File: config.mk
export PLATFORM = sky130hd
export DESIGN_NAME = wsw_seq
export DESIGN_NICKNAME = d
export VERILOG_FILES = /design/src/rtl/wsw_pkg.sv /design/src/rtl/wsw_prio.sv /design/src/rtl/wsw_agen.sv /design/src/rtl/wsw_fsm.sv /design/src/rtl/wsw_seq.sv
export SDC_FILE = /design/constraint.sdc
export NUM_CORES = 1
export LEC_CHECK = 0
export BUFFER_PORTS_ARGS = -buffer_cell sky130_fd_sc_hd__clkbuf_2
export CAP_MARGIN = 20
export CORE_AREA = 2 2 139 196
export CTS_BUF_LIST = sky130_fd_sc_hd__clkbuf_8 sky130_fd_sc_hd__clkbuf_16
export DETAILED_ROUTE_END_ITERATION = 10
export DIE_AREA = 0 0 141 198
export PLACE_DENSITY = 0.61
export SYNTH_ARGS = -nofsm -noshare
export SYNTH_HDL_FRONTEND = slang
export SYNTH_SLANG_ARGS = --single-unit
File: constraint.sdc
create_clock -name clk -period 2.8 [get_ports clk]
set_input_delay 0.28 -clock clk [delete_from_list [all_inputs] [get_ports clk]]
set_output_delay 0.28 -clock clk [all_outputs]
set_load 0.03 [all_outputs]
File: src/rtl/wsw_pkg.sv
package wsw_pkg;

    typedef enum logic [3:0] {
        ST_IDLE,
        ST_HSAVE,
        ST_ICPT,
        ST_CTRL,
        ST_GLOAD,
        ST_GUEST,
        ST_GSAVE,
        ST_CODE,
        ST_HLOAD
    } phase_e;

    localparam logic [1:0] OP_ENTER   = 2'd1;
    localparam logic [1:0] OP_GIF_SET = 2'd2;
    localparam logic [1:0] OP_GIF_CLR = 2'd3;

    localparam int OFF_ICPT  = 0;
    localparam int OFF_CTRL  = 1;
    localparam int OFF_CODE  = 2;
    localparam int OFF_STATE = 3;

endpackage

File: src/rtl/wsw_prio.sv
module wsw_prio #(
    parameter int W      = 64,
    parameter int CODE_W = $clog2(W)
) (
    input  logic [W-1:0]      hit,
    output logic              found,
    output logic [CODE_W-1:0] idx
);
    always_comb begin
        found = |hit;
        idx   = '0;
        for (int i = W - 1; i >= 0; i--) begin
            if (hit[i]) begin
                idx = CODE_W'(i);
            end
        end
    end
endmodule

File: src/rtl/wsw_agen.sv
module wsw_agen
    import wsw_pkg::*;
#(
    parameter int ADDR_W = 16,
    parameter int IDX_W  = 3
) (
    input  phase_e            phase,
    input  logic [IDX_W-1:0]  idx,
    input  logic [ADDR_W-1:0] hsave_base,
    input  logic [ADDR_W-1:0] blk_base,
    output logic [ADDR_W-1:0] addr,
    output logic              we,
    output logic              is_load
);
    logic [ADDR_W-1:0] idx_ext;

    assign idx_ext = ADDR_W'(idx);

    always_comb begin
        addr    = '0;
        we      = 1'b0;
        is_load = 1'b0;
        case (phase)
            ST_HSAVE: begin
                addr = hsave_base + idx_ext;
                we   = 1'b1;
            end
            ST_ICPT:  addr = blk_base + ADDR_W'(OFF_ICPT);
            ST_CTRL:  addr = blk_base + ADDR_W'(OFF_CTRL);
            ST_GLOAD: begin
                addr    = blk_base + ADDR_W'(OFF_STATE) + idx_ext;
                is_load = 1'b1;
            end
            ST_GSAVE: begin
                addr = blk_base + ADDR_W'(OFF_STATE) + idx_ext;
                we   = 1'b1;
            end
            ST_CODE: begin
                addr = blk_base + ADDR_W'(OFF_CODE);
                we   = 1'b1;
            end
            ST_HLOAD: begin
                addr    = hsave_base + idx_ext;
                is_load = 1'b1;
            end
            default: ;
        endcase
    end
endmodule

File: src/rtl/wsw_fsm.sv
module wsw_fsm
    import wsw_pkg::*;
#(
    parameter int ADDR_W = 16,
    parameter int DATA_W = 64,
    parameter int EVT_W  = 64,
    parameter int NREG   = 8,
    parameter int IDX_W  = $clog2(NREG),
    parameter int CODE_W = $clog2(EVT_W)
) (
    input  logic              clk,
    input  logic              rst_n,
    input  logic              cmd_valid,
    input  logic [1:0]        cmd_op,
    input  logic [ADDR_W-1:0] cmd_blk_base,
    input  logic [ADDR_W-1:0] hsave_base,
    input  logic              mem_ack,
    input  logic [DATA_W-1:0] mem_rdata,
    input  logic              hit_any,
    input  logic [CODE_W-1:0] hit_idx,
    output phase_e            phase,
    output logic [IDX_W-1:0]  idx,
    output logic [ADDR_W-1:0] blk_q,
    output logic [ADDR_W-1:0] hsave_q,
    output logic [EVT_W-1:0]  icpt,
    output logic              busy,
    output logic              guest_mode,
    output logic              nested_en,
    output logic              gif,
    output logic [CODE_W-1:0] exit_code
);
    localparam logic [IDX_W-1:0] LAST_IDX = IDX_W'(NREG - 1);

    typedef struct packed {
        phase_e              phase;
        logic [IDX_W-1:0]    idx;
        logic [ADDR_W-1:0]   blk;
        logic [ADDR_W-1:0]   hsave;
        logic [EVT_W-1:0]    icpt;
        logic                np;
        logic                guest;
        logic                nested;
        logic                gif;
        logic [CODE_W-1:0]   code;
    } st_t;

    st_t st_d, st_q;
    logic busy_w;
    logic last_w;

    assign busy_w = (st_q.phase != ST_IDLE) && (st_q.phase != ST_GUEST);
    assign last_w = (st_q.idx == LAST_IDX);

    always_comb begin
        st_d = st_q;

        if (cmd_valid && !busy_w) begin
            case (cmd_op)
                OP_GIF_SET: st_d.gif = 1'b1;
                OP_GIF_CLR: st_d.gif = 1'b0;
                OP_ENTER: begin
                    if (st_q.phase == ST_IDLE) begin
                        st_d.phase = ST_HSAVE;
                        st_d.idx   = '0;
                        st_d.blk   = cmd_blk_base;
                        st_d.hsave = hsave_base;
                    end
                end
                default: ;
            endcase
        end

        case (st_q.phase)
            ST_HSAVE: begin
                if (mem_ack) begin
                    if (last_w) begin
                        st_d.phase = ST_ICPT;
                        st_d.idx   = '0;
                    end else begin
                        st_d.idx = st_q.idx + 1'b1;
                    end
                end
            end
            ST_ICPT: begin
                if (mem_ack) begin
                    st_d.icpt  = mem_rdata[EVT_W-1:0];
                    st_d.phase = ST_CTRL;
                end
            end
            ST_CTRL: begin
                if (mem_ack) begin
                    st_d.np    = mem_rdata[0];
                    st_d.phase = ST_GLOAD;
                    st_d.idx   = '0;
                end
            end
            ST_GLOAD: begin
                if (mem_ack) begin
                    if (last_w) begin
                        st_d.phase  = ST_GUEST;
                        st_d.idx    = '0;
                        st_d.guest  = 1'b1;
                        st_d.nested = st_q.np;
                    end else begin
                        st_d.idx = st_q.idx + 1'b1;
                    end
                end
            end
            ST_GUEST: begin
                if (hit_any) begin
                    st_d.phase  = ST_GSAVE;
                    st_d.idx    = '0;
                    st_d.code   = hit_idx;
                    st_d.guest  = 1'b0;
                    st_d.nested = 1'b0;
                end
            end
            ST_GSAVE: begin
                if (mem_ack) begin
                    if (last_w) begin
                        st_d.phase = ST_CODE;
                        st_d.idx   = '0;
                    end else begin
                        st_d.idx = st_q.idx + 1'b1;
                    end
                end
            end
            ST_CODE: begin
                if (mem_ack) begin
                    st_d.phase = ST_HLOAD;
                    st_d.idx   = '0;
                end
            end
            ST_HLOAD: begin
                if (mem_ack) begin
                    if (last_w) begin
                        st_d.phase = ST_IDLE;
                        st_d.idx   = '0;
                    end else begin
                        st_d.idx = st_q.idx + 1'b1;
                    end
                end
            end
            default: ;
        endcase
    end

    always_ff @(posedge clk) begin
        if (!rst_n) begin
            st_q <= '0;
        end else begin
            st_q <= st_d;
        end
    end

    assign phase      = st_q.phase;
    assign idx        = st_q.idx;
    assign blk_q      = st_q.blk;
    assign hsave_q    = st_q.hsave;
    assign icpt       = st_q.icpt;
    assign busy       = busy_w;
    assign guest_mode = st_q.guest;
    assign nested_en  = st_q.nested;
    assign gif        = st_q.gif;
    assign exit_code  = st_q.code;
endmodule

File: src/rtl/wsw_seq.sv
module wsw_seq
    import wsw_pkg::*;
#(
    parameter int ADDR_W = 16,
    parameter int DATA_W = 64,
    parameter int EVT_W  = 64,
    parameter int NREG   = 8,
    localparam int IDX_W  = $clog2(NREG),
    localparam int CODE_W = $clog2(EVT_W)
) (
    input  logic              clk,
    input  logic              rst_n,
    input  logic              cmd_valid,
    input  logic [1:0]        cmd_op,
    input  logic [ADDR_W-1:0] cmd_blk_base,
    input  logic [ADDR_W-1:0] hsave_base,
    input  logic [EVT_W-1:0]  evt_vec,
    output logic              mem_req,
    output logic              mem_we,
    output logic [ADDR_W-1:0] mem_addr,
    output logic [DATA_W-1:0] mem_wdata,
    input  logic              mem_ack,
    input  logic [DATA_W-1:0] mem_rdata,
    output logic [IDX_W-1:0]  rf_sel,
    input  logic [DATA_W-1:0] rf_rdata,
    output logic              rf_wen,
    output logic [DATA_W-1:0] rf_wdata,
    output logic              busy,
    output logic              guest_mode,
    output logic              nested_en,
    output logic              gif,
    output logic [CODE_W-1:0] exit_code
);
    phase_e            phase;
    logic [IDX_W-1:0]  idx;
    logic [ADDR_W-1:0] blk_q;
    logic [ADDR_W-1:0] hsave_q;
    logic [EVT_W-1:0]  icpt;
    logic [EVT_W-1:0]  hit;
    logic              hit_any;
    logic [CODE_W-1:0] hit_idx;
    logic              is_load;

    for (genvar g = 0; g < EVT_W; g++) begin : g_mask
        assign hit[g] = evt_vec[g] & icpt[g];
    end

    wsw_prio #(.W(EVT_W), .CODE_W(CODE_W)) u_prio (
        .hit   (hit),
        .found (hit_any),
        .idx   (hit_idx)
    );

    wsw_fsm #(
        .ADDR_W (ADDR_W),
        .DATA_W (DATA_W),
        .EVT_W  (EVT_W),
        .NREG   (NREG),
        .IDX_W  (IDX_W),
        .CODE_W (CODE_W)
    ) u_fsm (
        .clk          (clk),
        .rst_n        (rst_n),
        .cmd_valid    (cmd_valid),
        .cmd_op       (cmd_op),
        .cmd_blk_base (cmd_blk_base),
        .hsave_base   (hsave_base),
        .mem_ack      (mem_ack),
        .mem_rdata    (mem_rdata),
        .hit_any      (hit_any),
        .hit_idx      (hit_idx),
        .phase        (phase),
        .idx          (idx),
        .blk_q        (blk_q),
        .hsave_q      (hsave_q),
        .icpt         (icpt),
        .busy         (busy),
        .guest_mode   (guest_mode),
        .nested_en    (nested_en),
        .gif          (gif),
        .exit_code    (exit_code)
    );

    wsw_agen #(.ADDR_W(ADDR_W), .IDX_W(IDX_W)) u_agen (
        .phase      (phase),
        .idx        (idx),
        .hsave_base (hsave_q),
        .blk_base   (blk_q),
        .addr       (mem_addr),
        .we         (mem_we),
        .is_load    (is_load)
    );

    assign mem_req   = busy;
    assign mem_wdata = (phase == ST_CODE) ? DATA_W'(exit_code) : rf_rdata;
    assign rf_sel    = idx;
    assign rf_wen    = mem_req & mem_ack & is_load;
    assign rf_wdata  = mem_rdata;
endmodule

==> impl_results.md <==
- Root Driver: clkbuf_16
- PwrDens: 487 nW/µm²
- Routed WL: 27000 µm
- Most common cell after layout, fill and taps aside: clkbuf_2
- Worst min-delay path startpoint: hsave_base[13]
- Synth top area share: 29.1%
- Post-synthesis sequential area ratio: 29.1%
- Initial antenna violation count: 0
- IO buf count: roughly 390
- Worst setup EP type: primary output
- Worst setup SP type: register
- Die area: roughly 28000 µm²
- Worst reg2reg startpoint: u_fsm.icpt[22]
- CP max FO: 5
- Ant. Diodes: 0
- Yosys reg bits: 113
- Multi-input gate area: 4880 µm²
- Clk Latency, worst-skew pair: 0.42 ns
- Hold Buf Count CTS: 0
- Design Area, Final: 10500 µm²
- Largest net degree at the start of global routing: 66
- RSZ-0062 raised after global routing: true
- Crit path buf inv count: 4
- WL per Instance: 15.7 µm
- Antenna-violating nets left: 0
- Area post-placement: 9630 µm²
- Synth Cell Area: 7760 µm²
- Count of final hold-check violations: 0
- Part of the cycle the worst path needs: 106%
- H-tree depth: 4
- Reg power frac: 33.5%
- Clk slew on worst S/H paths: 0.06 ns
- Synth top area cells: dfxtp_1, nand2_1, buf_4
- Vias in the first global route: around 8000
- First-pass detailed-route iteration total: 4
- Worst rel slew slack: 51.8%
- Final Critical Period: 2.96 ns
- EDFF count, synth: 0
- Sw frac: 31.6%
- Die X: 141 µm
- Via density: 4.99
- Hold_ws: 0.0799 ns
- Clock power share: roughly 44%
- Fill cell count: 2742
- Synth Area per Inst: 7.30 µm²
- Status: finished, violations left
- Crit-path cells: inv_2 > ha_4 > inv_2 > ha_4 > inv_2 > fa_2 > nor2b_2 > o21ai_2 > o22ai_2 > and2b_2 > nand3_2 > o221ai_2 > clkbuf_8
- Area Overhead vs Synth: 35.4%
- Global-route wire length before repair: roughly 40000 µm
- Most frequent cells in the layout: clkbuf_2, nand2_1, dfxtp_1
- Cells after Synth: 1063
- Post-DP HPWL: between 20000 and 25000 µm
- Achievable frequency: 338 MHz
- Cts bufs inserted: 17
- Reg area: 2270 µm²
- Std cell rows: 71
- Crit Path Category: register to primary output
- WP data required: roughly 2.5 ns
- Clock sinks: 113
- Pins Over Slew Limit: 0
- Layout cells sized above 1: a little under two fifths
- Final RePlAce weighted congestion: 0.875
- Max Buffers Root-to-Sink: 2
- Drt drc: 0
- Vias post-DR: 8570
- Initial DRC Count: 404
- Tot GR Track Use: a little under a fifth
- Area leader, netlist: dfxtp_1
- Class of the worst hold path: primary input to register
- Logic pwr share: 22.4%
- Top delay family on crit path: adder cells
- Synth Flop Type: dfxtp_1
- Worst Slack Setup Final: -0.156 ns
- CP peak stage delay: 0.34 ns
- Post-route core utilization: 39.9%
- Worst vdd ir: 0.377 mV
- Failing checks: setup timing
- # IOs: 390
- Syn Nets: about 1300
- Final #Nets: 1623
- Max Cap Viol: 0
- Net Switching: 1620 µW
- Least-Margin Pin Slew: 0.722 ns
- Slowest cell on crit path: fa_2
- # setup viols final: 10
- Critical Path Start: u_fsm.blk_q[1]
- Leak: 0.00464 µW
- Die Y: roughly 200 µm
- Core area: approximately 26000 µm²
- Netlist cell types: 68
- Worst setup skew after layout: between 0.008 and 0.009 ns
- CP most frequent cell: inv_2
- Internal power: about 3500 µW
- Gr ovfl total: 0
- YS warnings: 0
- CTS tree: yes
- Arr. time, crit path: 2.68 ns
- Synth async-reset ratio: 0%
- Initial core utilization: 29.4%
[cells in the mapped netlist, types with 3 or more instances]
master and number:
a211oi_1 6, a21boi_0 60, a21boi_1 40, a21o_1 5
a21oi_1 35, a22o_1 8, a22oi_1 30, a31oi_1 6
a32o_1 8, a32oi_1 3, and2_1 67, and3_1 8
and4_1 4, buf_1 3, buf_2 15, buf_4 74
clkbuf_1 33, dfxtp_1 113, ha_1 13, inv_1 15
mux2i_1 4, nand2_1 303, nand2b_1 6, nand3_1 25
nand4_1 17, nor2_1 34, nor2b_1 7, nor3_1 7
o2111ai_1 4, o211ai_1 3, o21a_1 3, o21ai_0 21
o21ai_1 12, o221ai_1 5, o22ai_1 7, xnor2_1 11
xor2_1 8
[per-stage QoR]
| stage | setup TNS (ns) | setup WS, ns | total power, µW | instances |
|---|---|---|---|---|
| 2_1_floorplan | 0 | 0.0795 | 2480 | 1063 |
| 3_3_place_gp | -0.0831 | -0.0334 | 2870 | 1680 |
| 3_5_place_dp | -0.170 | -0.0536 | 2880 | 1680 |
| 4_1_cts | -1.32 | -0.232 | 5190 | 1717 |
| 5_1_grt | -2.34 | -0.262 | 5370 | 1719 |
| 6_report | -1.01 | -0.156 | 5120 | 1719 |
[cell type report]
type	instances	area share, %
multi-input combinational	809	46.4
timing repair buffer	421	21.8
sequential	113	21.6
clock buffer	17	4.05
tap	328	3.90
clock inverter	15	1.74
inverter	16	0.571
[kinds of logic after synthesis]
kind of cell	after synthesis	share of synthesized area, %
and+or+nand+nor	496	29.6
muxes	4	0.516
xor gates and xnor gates	19	2.14
DFF	113	29.1
buffers and inverters	141	10.6
AOI/OAI and AO/OA	275	25.3
adders and majority gates	15	2.61
[final timing paths]
check                            to  slack, ns  cells past startpoint
setup / recovery        mem_addr[9]      -0.16                     13
hold / removal    u_fsm.hsave_q[13]       0.08                      3
setup reg to reg       u_fsm.idx[1]       0.57                      7
hold reg to reg      u_fsm.icpt[15]       0.45                      2
[power groups by stage]
stage / logic (µW) / clock network (µW) / registers (µW)
after global routing: 1240 / 2400 / 1720
final: 1150 / 2260 / 1710
after floorplan: 745 / 0 / 1740
after detailed placement: 1130 / 0 / 1750
after CTS: 1150 / 2320 / 1710
after global placement: 1130 / 0 / 1750
[worst reg2reg max path, cell delays in order (launching register included)]
cell,delay (ns)
dfxtp_1,0.33
a22oi_1,0.41
nand4_1,0.26
nor3_2,0.33
nand4b_1,0.29
o21a_2,0.25
o31ai_2,0.17
and2_1,0.14
[sequential cells by signal, summed over array words and instances (netlist names)]
name and flops:
u_fsm.gif 1, u_fsm.phase 4, u_fsm.idx 3, u_fsm.exit_code 6
u_fsm.nested_en 1, u_fsm.guest_mode 1, u_fsm.hsave_q 16, u_fsm.st_q 1
u_fsm.blk_q 16, u_fsm.icpt 64
[timing repair]
item	4_1_cts	5_1_grt
cloned	0	0
endpoints found under the hold margin	0	0
setup endpoints to repair	13	13
pin swaps	15	9
gates resized for setup	50	20
buffers inserted	5	2
[per-layer routing]
| layer | global-route usage, % | share of wire [%] | up-vias |
|---|---|---|---|
| li1 | - | - | 4249 |
| met1 | 18.9 | 38 | 3941 |
| met2 | 36.1 | 54 | 338 |
| met3 | 3.89 | 5.2 | 42 |
| met4 | 8.07 | 3.1 | 0 |
| met5 | 0 | 0 | - |
No activity file was read; power rests on OpenSTA's default activity.
